**src/rtl/sem_bank_pkg.sv**
```systemverilog
`timescale 1ns/1ps
package sem_bank_pkg;

    typedef enum logic [1:0] {
        TOK_FREE  = 2'd0,
        TOK_LEFT  = 2'd1,
        TOK_RIGHT = 2'd2
    } tok_owner_e;

    typedef struct packed {
        tok_owner_e owner;
        logic       wait_l;   // left asked while right holds
        logic       wait_r;   // right asked while left holds
    } tok_state_t;

    typedef struct packed {
        logic hit;            // write to this token this cycle
        logic val;            // data bit 0 of that write
    } tok_wr_t;

    localparam tok_state_t TOK_RESET = '{owner: TOK_FREE, wait_l: 1'b0, wait_r: 1'b0};

    // Next token state from the two per-token write strobes
    function automatic tok_state_t tok_next(tok_state_t cur, tok_wr_t wl, tok_wr_t wr);
        tok_state_t nx;
        logic req_l, rel_l, req_r, rel_r, want;
        nx    = cur;
        req_l = wl.hit && !wl.val;
        rel_l = wl.hit &&  wl.val;
        req_r = wr.hit && !wr.val;
        rel_r = wr.hit &&  wr.val;
        want  = 1'b0;
        case (cur.owner)
            TOK_FREE: begin
                nx.wait_l = 1'b0;
                nx.wait_r = 1'b0;
                if (req_l) begin
                    nx.owner  = TOK_LEFT;
                    nx.wait_r = req_r;      // left wins a tie, right waits
                end else if (req_r) begin
                    nx.owner  = TOK_RIGHT;
                end
            end
            TOK_LEFT: begin
                want = cur.wait_r;
                if (req_r) want = 1'b1;
                if (rel_r) want = 1'b0;
                nx.wait_l = 1'b0;
                if (rel_l) begin
                    nx.owner  = want ? TOK_RIGHT : TOK_FREE;
                    nx.wait_r = 1'b0;
                end else begin
                    nx.wait_r = want;
                end
            end
            TOK_RIGHT: begin
                want = cur.wait_l;
                if (req_l) want = 1'b1;
                if (rel_l) want = 1'b0;
                nx.wait_r = 1'b0;
                if (rel_r) begin
                    nx.owner  = want ? TOK_LEFT : TOK_FREE;
                    nx.wait_l = 1'b0;
                end else begin
                    nx.wait_l = want;
                end
            end
            default: nx = TOK_RESET;
        endcase
        return nx;
    endfunction

    // Read-back bit seen from one side: 0 only for the holder
    function automatic logic tok_view(tok_owner_e owner, logic is_left);
        if (is_left) return (owner == TOK_LEFT)  ? 1'b0 : 1'b1;
        else         return (owner == TOK_RIGHT) ? 1'b0 : 1'b1;
    endfunction

endpackage

```
**src/rtl/sem_port_decode.sv**
```systemverilog
`timescale 1ns/1ps
module sem_port_decode
    import sem_bank_pkg::*;
#(
    parameter int NUM_SEM = 8,
    parameter int ADDR_W  = 14,
    parameter int DATA_W  = 9,
    localparam int SEL_W  = $clog2(NUM_SEM)
) (
    input  logic                    sem_n,
    input  logic                    mem_n,
    input  logic                    wr,
    input  logic [ADDR_W-1:0]       addr,
    input  logic [DATA_W-1:0]       wdata,
    output tok_wr_t [NUM_SEM-1:0]   wstb,
    output logic                    rd_en,
    output logic [SEL_W-1:0]        rd_idx
);
    logic             acc;
    logic [SEL_W-1:0] idx;
    logic             unused_bits;

    assign acc    = !sem_n && mem_n;
    assign idx    = addr[SEL_W-1:0];
    assign rd_en  = acc && !wr;
    assign rd_idx = idx;

    // upper address and data bits play no part in token access
    assign unused_bits = ^{addr[ADDR_W-1:SEL_W], wdata[DATA_W-1:1]};

    for (genvar g = 0; g < NUM_SEM; g++) begin : g_strobe
        assign wstb[g].hit = acc && wr && (idx == SEL_W'(g));
        assign wstb[g].val = wdata[0];
    end

endmodule

```
**src/rtl/sem_token_cell.sv**
```systemverilog
`timescale 1ns/1ps
module sem_token_cell
    import sem_bank_pkg::*;
(
    input  logic    clk,
    input  logic    rst,
    input  tok_wr_t wl,
    input  tok_wr_t wr,
    output logic    view_l,
    output logic    view_r
);
    tok_state_t st;

    always_ff @(posedge clk) begin
        if (rst) st <= TOK_RESET;
        else     st <= tok_next(st, wl, wr);
    end

    assign view_l = tok_view(st.owner, 1'b1);
    assign view_r = tok_view(st.owner, 1'b0);


    req_free_chk: assert property (@(posedge clk) disable iff (rst)
        (st.owner == TOK_FREE && wl.hit && !wl.val) |=> (st.owner == TOK_LEFT));

    tie_left_chk: assert property (@(posedge clk) disable iff (rst)
        (st.owner == TOK_FREE && wl.hit && !wl.val && wr.hit && !wr.val)
        |=> (st.owner == TOK_LEFT && st.wait_r));

    hold_left_chk: assert property (@(posedge clk) disable iff (rst)
        (st.owner == TOK_LEFT && !wl.hit) |=> (st.owner == TOK_LEFT));

    hold_right_chk: assert property (@(posedge clk) disable iff (rst)
        (st.owner == TOK_RIGHT && !wr.hit) |=> (st.owner == TOK_RIGHT));

    handoff_chk: assert property (@(posedge clk) disable iff (rst)
        (st.owner == TOK_LEFT && wl.hit && wl.val && st.wait_r && !wr.hit)
        |=> (st.owner == TOK_RIGHT));

    release_free_chk: assert property (@(posedge clk) disable iff (rst)
        (st.owner == TOK_RIGHT && wr.hit && wr.val && !st.wait_l && !wl.hit)
        |=> (st.owner == TOK_FREE && view_l && view_r));

    wait_owner_chk: assert property (@(posedge clk) disable iff (rst)
        st.wait_r |-> (st.owner == TOK_LEFT));

endmodule

```
**src/rtl/sem_read_latch.sv**
```systemverilog
`timescale 1ns/1ps
module sem_read_latch #(
    parameter int NUM_SEM = 8,
    parameter int DATA_W  = 9,
    localparam int SEL_W  = $clog2(NUM_SEM)
) (
    input  logic               clk,
    input  logic               rst,
    input  logic               rd_en,
    input  logic [SEL_W-1:0]   rd_idx,
    input  logic [NUM_SEM-1:0] views,
    output logic [DATA_W-1:0]  rdata
);
    always_ff @(posedge clk) begin
        if (rst)        rdata <= '1;
        else if (rd_en) rdata <= {DATA_W{views[rd_idx]}};
    end


    rd_hold_chk: assert property (@(posedge clk) disable iff (rst)
        !rd_en |=> $stable(rdata));

    rd_copy_chk: assert property (@(posedge clk) disable iff (rst)
        rd_en |=> (rdata == {DATA_W{$past(views[rd_idx])}}));

endmodule

```
**src/rtl/sem_bank.sv**
```systemverilog
`timescale 1ns/1ps
module sem_bank
    import sem_bank_pkg::*;
#(
    parameter int NUM_SEM = 8,
    parameter int ADDR_W  = 14,
    parameter int DATA_W  = 9
) (
    input  logic              clk,
    input  logic              rst,
    input  logic              l_sem_n,
    input  logic              l_mem_n,
    input  logic              l_wr,
    input  logic [ADDR_W-1:0] l_addr,
    input  logic [DATA_W-1:0] l_wdata,
    output logic [DATA_W-1:0] l_rdata,
    input  logic              r_sem_n,
    input  logic              r_mem_n,
    input  logic              r_wr,
    input  logic [ADDR_W-1:0] r_addr,
    input  logic [DATA_W-1:0] r_wdata,
    output logic [DATA_W-1:0] r_rdata
);
    localparam int SEL_W = $clog2(NUM_SEM);

    tok_wr_t [NUM_SEM-1:0] l_stb, r_stb;
    logic                  l_rd, r_rd;
    logic [SEL_W-1:0]      l_idx, r_idx;
    logic [NUM_SEM-1:0]    l_view, r_view;

    sem_port_decode #(.NUM_SEM(NUM_SEM), .ADDR_W(ADDR_W), .DATA_W(DATA_W)) u_dec_l (
        .sem_n(l_sem_n), .mem_n(l_mem_n), .wr(l_wr), .addr(l_addr), .wdata(l_wdata),
        .wstb(l_stb), .rd_en(l_rd), .rd_idx(l_idx)
    );

    sem_port_decode #(.NUM_SEM(NUM_SEM), .ADDR_W(ADDR_W), .DATA_W(DATA_W)) u_dec_r (
        .sem_n(r_sem_n), .mem_n(r_mem_n), .wr(r_wr), .addr(r_addr), .wdata(r_wdata),
        .wstb(r_stb), .rd_en(r_rd), .rd_idx(r_idx)
    );

    for (genvar g = 0; g < NUM_SEM; g++) begin : g_tok
        sem_token_cell u_cell (
            .clk(clk), .rst(rst),
            .wl(l_stb[g]), .wr(r_stb[g]),
            .view_l(l_view[g]), .view_r(r_view[g])
        );
    end

    sem_read_latch #(.NUM_SEM(NUM_SEM), .DATA_W(DATA_W)) u_rd_l (
        .clk(clk), .rst(rst), .rd_en(l_rd), .rd_idx(l_idx), .views(l_view), .rdata(l_rdata)
    );

    sem_read_latch #(.NUM_SEM(NUM_SEM), .DATA_W(DATA_W)) u_rd_r (
        .clk(clk), .rst(rst), .rd_en(r_rd), .rd_idx(r_idx), .views(r_view), .rdata(r_rdata)
    );


    blocked_l_chk: assert property (@(posedge clk) disable iff (rst)
        (l_sem_n || !l_mem_n) |=> $stable(l_rdata));

    one_holder_chk: assert property (@(posedge clk) disable iff (rst)
        ((l_view | r_view) == {NUM_SEM{1'b1}}));

endmodule

```
**config.mk**
```make
export PLATFORM = sky130hd
export DESIGN_NAME = sem_bank
export DESIGN_NICKNAME = d
export VERILOG_FILES = /design/src/rtl/sem_bank_pkg.sv /design/src/rtl/sem_port_decode.sv /design/src/rtl/sem_token_cell.sv /design/src/rtl/sem_read_latch.sv /design/src/rtl/sem_bank.sv
export SDC_FILE = /design/constraint.sdc
export NUM_CORES = 1
export LEC_CHECK = 0
export BUFFER_PORTS_ARGS = -buffer_cell sky130_fd_sc_hd__buf_2
export CORE_MARGIN = 2
export CORE_UTILIZATION = 30
export DETAILED_ROUTE_END_ITERATION = 7
export PLACE_DENSITY_LB_ADDON = 0.05
export SYNTH_ARGS = -nofsm -noshare
export SYNTH_HDL_FRONTEND = slang
export SYNTH_SLANG_ARGS = --single-unit
```
**constraint.sdc**
```tcl
create_clock -name clk -period 1.5 [get_ports clk]
set_input_delay 0.075 -clock clk [delete_from_list [all_inputs] [get_ports clk]]
set_output_delay 0.075 -clock clk [all_outputs]
set_load 0.03 [all_outputs]
```
## Word-level counts from Yosys, hierarchy flattened

Cells that the tools add are included.

- Output and inout bits: 18
- RAM bits: 0
- Memories: 0
- Bits in latches: 0
- Word-level logic and storage cells: 324
- Bits in read-only memories: 0
- Register bits after elaboration: 34

- $mul: 0
- Shift operators: 0
- Add/sub/neg operators: 0
- Div/mod/pow operators: 0
- Order comparisons: 2
- Reduce and logical (&&, ||, !) cells: 78
- Bitwise operators: 0
- Mux-type cells: 164
- Equal/unequal tests: 54

Operator list:

| operator | number |
|---|---|
| $mux 1 | 114 |
| $pmux 4 s3 | 8 |
| $mux 2 | 40 |
| $logic_and 1x1->1 | 54 |
| $ne 2x1->1 const B | 16 |
| $eq 3x3->1 const B | 8 |
| $ne 3x1->1 const B | 8 |
| $reduce_and 3->1 | 8 |
| $eq 2x1->1 const B | 8 |
| $eq 2x2->1 const B | 8 |
| $logic_not 2->1 | 8 |
| $eq 3x2->1 const B | 4 |
| $lt 3x4->1 const B | 2 |
| $bmux 1 s3 | 2 |
| $eq 3x1->1 const B | 2 |
| $logic_not 1->1 | 6 |
| $logic_not 3->1 | 2 |

## Logic depth before layout (Yosys ltp)

- Depth after elaboration: 12
- Gate-level depth with buffers: 6
- Mapped depth without buffers: 4

## Modules after synthesis

From an unflattened synthesis, not the netlist that was laid out.

- Cells, all modules: 338
- Area, all modules: 2,822.7 um2

Modules (own cells, without submodules):

| module | cells an instance | area each (um2) | times used |
|---|---|---|---|
| sem_token_cell | 31 | 269.0 | 8 |
| sem_port_decode | 26 | 168.9 | 2 |
| sem_read_latch | 19 | 166.4 | 2 |

## Worst setup path before layout

Ideal clock, no wire load.

- Path kind: input-to-reg
- From: input port r_wdata[0]
- To: register g_tok[1].u_cell.st[3] in the netlist's numbering
- Data arrival time: 1.303 ns
- Setup slack: 0.097 ns
- Buffers on the path: 1
- Library setup time: 0.100 ns
- Cell stages on the path: 5
- Data required time: 1.400 ns
- Cells stage by stage: buf_2 and4bb_1 and3_4 o32a_1 a2111oi_4

- Longest elaborated chain between the ends: 9
- Elaborated cells on any way between the ends: 13
- Those cells by class: 2 x eq/ne; 7 x mux; 4 x reduce/logical

Ends and longest elaborated chain:

| element | RTL line | RTL |
|---|---|---|
| start, declared | sem_bank.sv:21 | `input logic [DATA_W-1:0] r_wdata,` |
| $logic_not 1->1 | sem_bank_pkg.sv:30 | `req_r = wr.hit && !wr.val;` |
| $logic_and 1x1->1 | sem_bank_pkg.sv:30 |  |
| $mux 1 | sem_bank_pkg.sv:46 | `if (req_r) want = 1'b1;` |
| $mux 1 | sem_bank_pkg.sv:47 | `if (rel_r) want = 1'b0;` |
| $mux 1 | sem_bank_pkg.sv:33 | `case (cur.owner)` |
| $mux 1 | sem_token_cell.sv:15 | `if (rst) st <= TOK_RESET;` |
| $mux 2 | sem_bank_pkg.sv:50 | `nx.owner = want ? TOK_RIGHT : TOK_FREE;` |
| $mux 2 | sem_bank_pkg.sv:49 | `if (rel_l) begin` |
| $pmux 4 s3 | sem_bank_pkg.sv:33 |  |
| end signal, assigned | sem_token_cell.sv:16 | `else st <= tok_next(st, wl, wr);` |
| end, declared | sem_token_cell.sv:12 | `tok_state_t st;` |

Parallel ways exist; a longest one is shown, timed or not. The select of a mux whose other input is x is not followed.
A chain may end at the register's enable or synchronous reset.

## Final worst setup path

- From: register g_tok[3].u_cell.st[3] in the netlist's numbering
- To: register, netlist name u_rd_l.rdata[0]

- Longest elaborated chain between the ends: 4

Ends and longest elaborated chain:

| element | RTL line | RTL |
|---|---|---|
| start, declared | sem_token_cell.sv:12 |  |
| start signal, assigned | sem_token_cell.sv:16 |  |
| $eq 2x1->1 | sem_bank_pkg.sv:75 | `if (is_left) return (owner == TOK_LEFT) ? 1'b0 : 1'b1;` |
| $mux 1 | sem_bank_pkg.sv:75 |  |
| $bmux 1 s3 | sem_read_latch.sv:16 | `else if (rd_en) rdata <= {DATA_W{views[rd_idx]}};` |
| $mux 1 (implied by the code) | sem_read_latch.sv:16 |  |

Every way passes these cells. The select of a mux whose other input is x is not followed.

==> metrics <==
routability congestion estimate between 0.8 and 0.9; row cnt 34; max cap viols 0; Syn Inst Count approximately 330; I/O Pins between 70 and 80; Leak 1.31 nW; Core Box Area approximately 8600 um^2; Final setup viols 0; port bufs 33; WHS Endpoint u_rd_l.rdata[0]$_SDFFE_PP1P_; Highest Clock Rate between 0.6 and 0.7 GHz; top post-synthesis cells by area dfxtp_1 26%, buf_4 4.5%, nor2_1 3.3%, o21ai_0 3.0%, nand2_1 3.0%; Finished Layout Cells around 520; max-slew violations 0; asr flop ratio synth 0; maximum vdd drop between 0.3 and 0.4 mV; Synth top cells by count 34 x dfxtp_1, 23 x nor2_1, 21 x nand2_1, 16 x buf_4, 16 x o21ai_0; Mean Syn Cell Area 8.11 um^2; iteration count of the initial detailed-routing pass 5; Design Area, Final ~3400 um^2; hold crit path type in2reg; final antenna-violating net count 0; WHS Path Cells 3; Critical Path AT 1.62 ns; Layout Nets around 460; hold_sp l_wr; CP startpoint kind flop; Worst Path Max Fanout 4; Seq. cell area about 680 um^2; diode count 0; Worst R2R Path Depth 4; critical path's slowest cell mux4_2; area of the multi-input gates 1680 um^2; GRT Util Overall 0.195; total vias in the final route about 2800; Yosys top cell area share 0.258; wirelength, routed between 9 and 10 mm; setup slack after placement -0.109 ns; die height between 90 and 100 um; WL/cell 17.7 um; largest area contributor in the netlist dfxtp_1; clk sinks 34; layout cells sized above 1 0.382; RSZ-0062 raised after global routing false; clk_skew between 0.009 and 0.01 ns; main flop type after synthesis dfxtp_1; crit path cell chain nand2b_1 > mux4_2 > mux2i_1 > o21ai_0; clock transition at the registers of the reported paths around 0.07 ns; Inst Count DP 511; initial core utilization 0.306; Rel. slew slack 0.668; worst-margin pin slew 0.497 ns; final setup margin roughly 0.057 ns; dpl cell area 3350 um^2; first-pass GRT wire length approximately 15 mm; DRT iter0 DRCs ~110; H-tree depth 2; number of global-route vias before repair roughly 2600; Post-synth EDFFs 0; clock tree buffer depth 2; CTS Root Cell clkbuf_8; CP max stage delay roughly 0.50 ns; Post CTS Setup Buffer Count 0; minimum clock period 1.44 ns; status complete, no violations; register bit total from synthesis 34; Filler Cell Count 904; full die area 9580 um^2; P per Cell Area ~610 nW/um^2; Tot Pwr between 2 and 2.5 mW; grt ovf 0; setup slack, reg-to-reg approximately 0.057 ns; largest net degree at the start of global routing 21; Clk Latency, worst-skew pair just under 0.3 ns; most common cell in the synthesized netlist dfxtp_1; die width between 90 and 100 um; CTS buffer count 5; Setup crit end kind flop; initial antenna violation count 0; DRC 0; Avg Vias per Cell between 5 and 6; Hold Fails Final Rpt 0; YS warnings 0; hold-fix buffer count after cts 0; hpwl dp 7.31 mm; critical setup path kind reg2reg; Mapped Nets 380; CP required between 1.5 and 2 ns; TritonCTS clock tree yes; Final period util 0.962; Post-CTS Resized 0; RR Endpoint u_rd_l.rdata[0]$_SDFFE_PP1P_; worst r2r src g_tok[3].u_cell.st[3]$_SDFFE_PP0P_; Yosys cell types 73; post-layout util 0.399; post-synthesis cell area ~2600 um^2; Area Overhead vs Synth 30.4%; sequential fraction of the synthesis area 0.258
-- critical path, delay by kind of cell, from the launching register on --
kind            cells  cell delay (ns)
mux                 2             0.70
flops               1             0.31
simple gates        1             0.23
compound gates      1             0.10
-- worst max path at each step --
stage	from	to	slack (ns)	depth (start not counted)
4_1_cts	g_tok[3].u_cell.st[3]$_SDFFE_PP0P_	u_rd_l.rdata[0]$_SDFFE_PP1P_	0.04	4
2_1_floorplan	r_wdata[0]	g_tok[1].u_cell.st[3]$_SDFFE_PP0P_	0.1	5
3_3_place_gp	l_mem_n	g_tok[0].u_cell.st[2]$_SDFFE_PP0P_	-0.09	6
5_1_grt	g_tok[3].u_cell.st[3]$_SDFFE_PP0P_	u_rd_l.rdata[0]$_SDFFE_PP1P_	0.007	4
6_report	g_tok[3].u_cell.st[3]$_SDFFE_PP0P_	u_rd_l.rdata[0]$_SDFFE_PP1P_	0.06	4
3_5_place_dp	l_mem_n	g_tok[0].u_cell.st[2]$_SDFFE_PP0P_	-0.11	6
-- state kept, by name, summed over array words and instances, names as in the netlist --
register,cells
u_rd_l.rdata,1
u_rd_r.rdata,1
g_tok.u_cell.st,32
-- layer usage --
layer / global-route usage / share of wire / vias up
li1: - / - / 1389
met1: 0.268 / 0.48 / 1345
met2: 0.322 / 0.47 / 65
met3: 0.0286 / 0.034 / 9
met4: 0.0470 / 0.012 / 0
met5: 0 / 0 / -
-- metrics by stage --
stage	hold WS, ns	TNS [ns]
6_report	0.155	0
3_5_place_dp	0.459	-0.274
4_1_cts	0.142	0
2_1_floorplan	0.244	0
5_1_grt	0.165	0
3_3_place_gp	0.459	-0.332
-- kinds of logic after synthesis --
group                  count (synthesis)  synth area share
AO/OA/AOI/OAI                        100             0.296
XOR/XNOR                               1           0.00331
buffers and inverters                 53             0.109
flip-flops                            34             0.258
multiplexers                           3            0.0208
AND/OR/NAND/NOR                      135             0.313
-- power by group --
part	switching [mW]	leakage, nW	internal, mW
Clock	0.385	0.0482	0.372
Sequential	0.00895	0.274	0.909
Combinational	0.247	0.986	0.170
Total	0.641	1.31	1.45
-- cell type report --
class | count | area share
Clock inverter | 1 | 0.00145
Timing Repair Buffer | 120 | 0.238
Clock buffer | 7 | 0.0251
Multi-Input combinational cell | 239 | 0.488
Sequential cell | 34 | 0.198
Tap cell | 108 | 0.0392
Inverter | 10 | 0.0109
-- cells in the final DEF (no fill, tap or decap), drive strengths merged, types with 5 or more instances in the layout --
cell / Yosys / final
a2111oi: 9 / 9
a211oi: 9 / 9
a21o: 5 / 5
a21oi: 10 / 10
a31oi: 8 / 8
buf: 29 / 120
clkbuf: 14 / 7
dfxtp: 34 / 34
inv: 10 / 10
nand2: 21 / 21
nand2b: 11 / 11
nand3: 7 / 7
nand3b: 8 / 8
nand4: 6 / 6
nor2: 23 / 23
nor3: 15 / 15
nor4: 5 / 5
o21ai: 18 / 18
or2: 5 / 5
No activity file was read; power rests on OpenSTA's default activity.
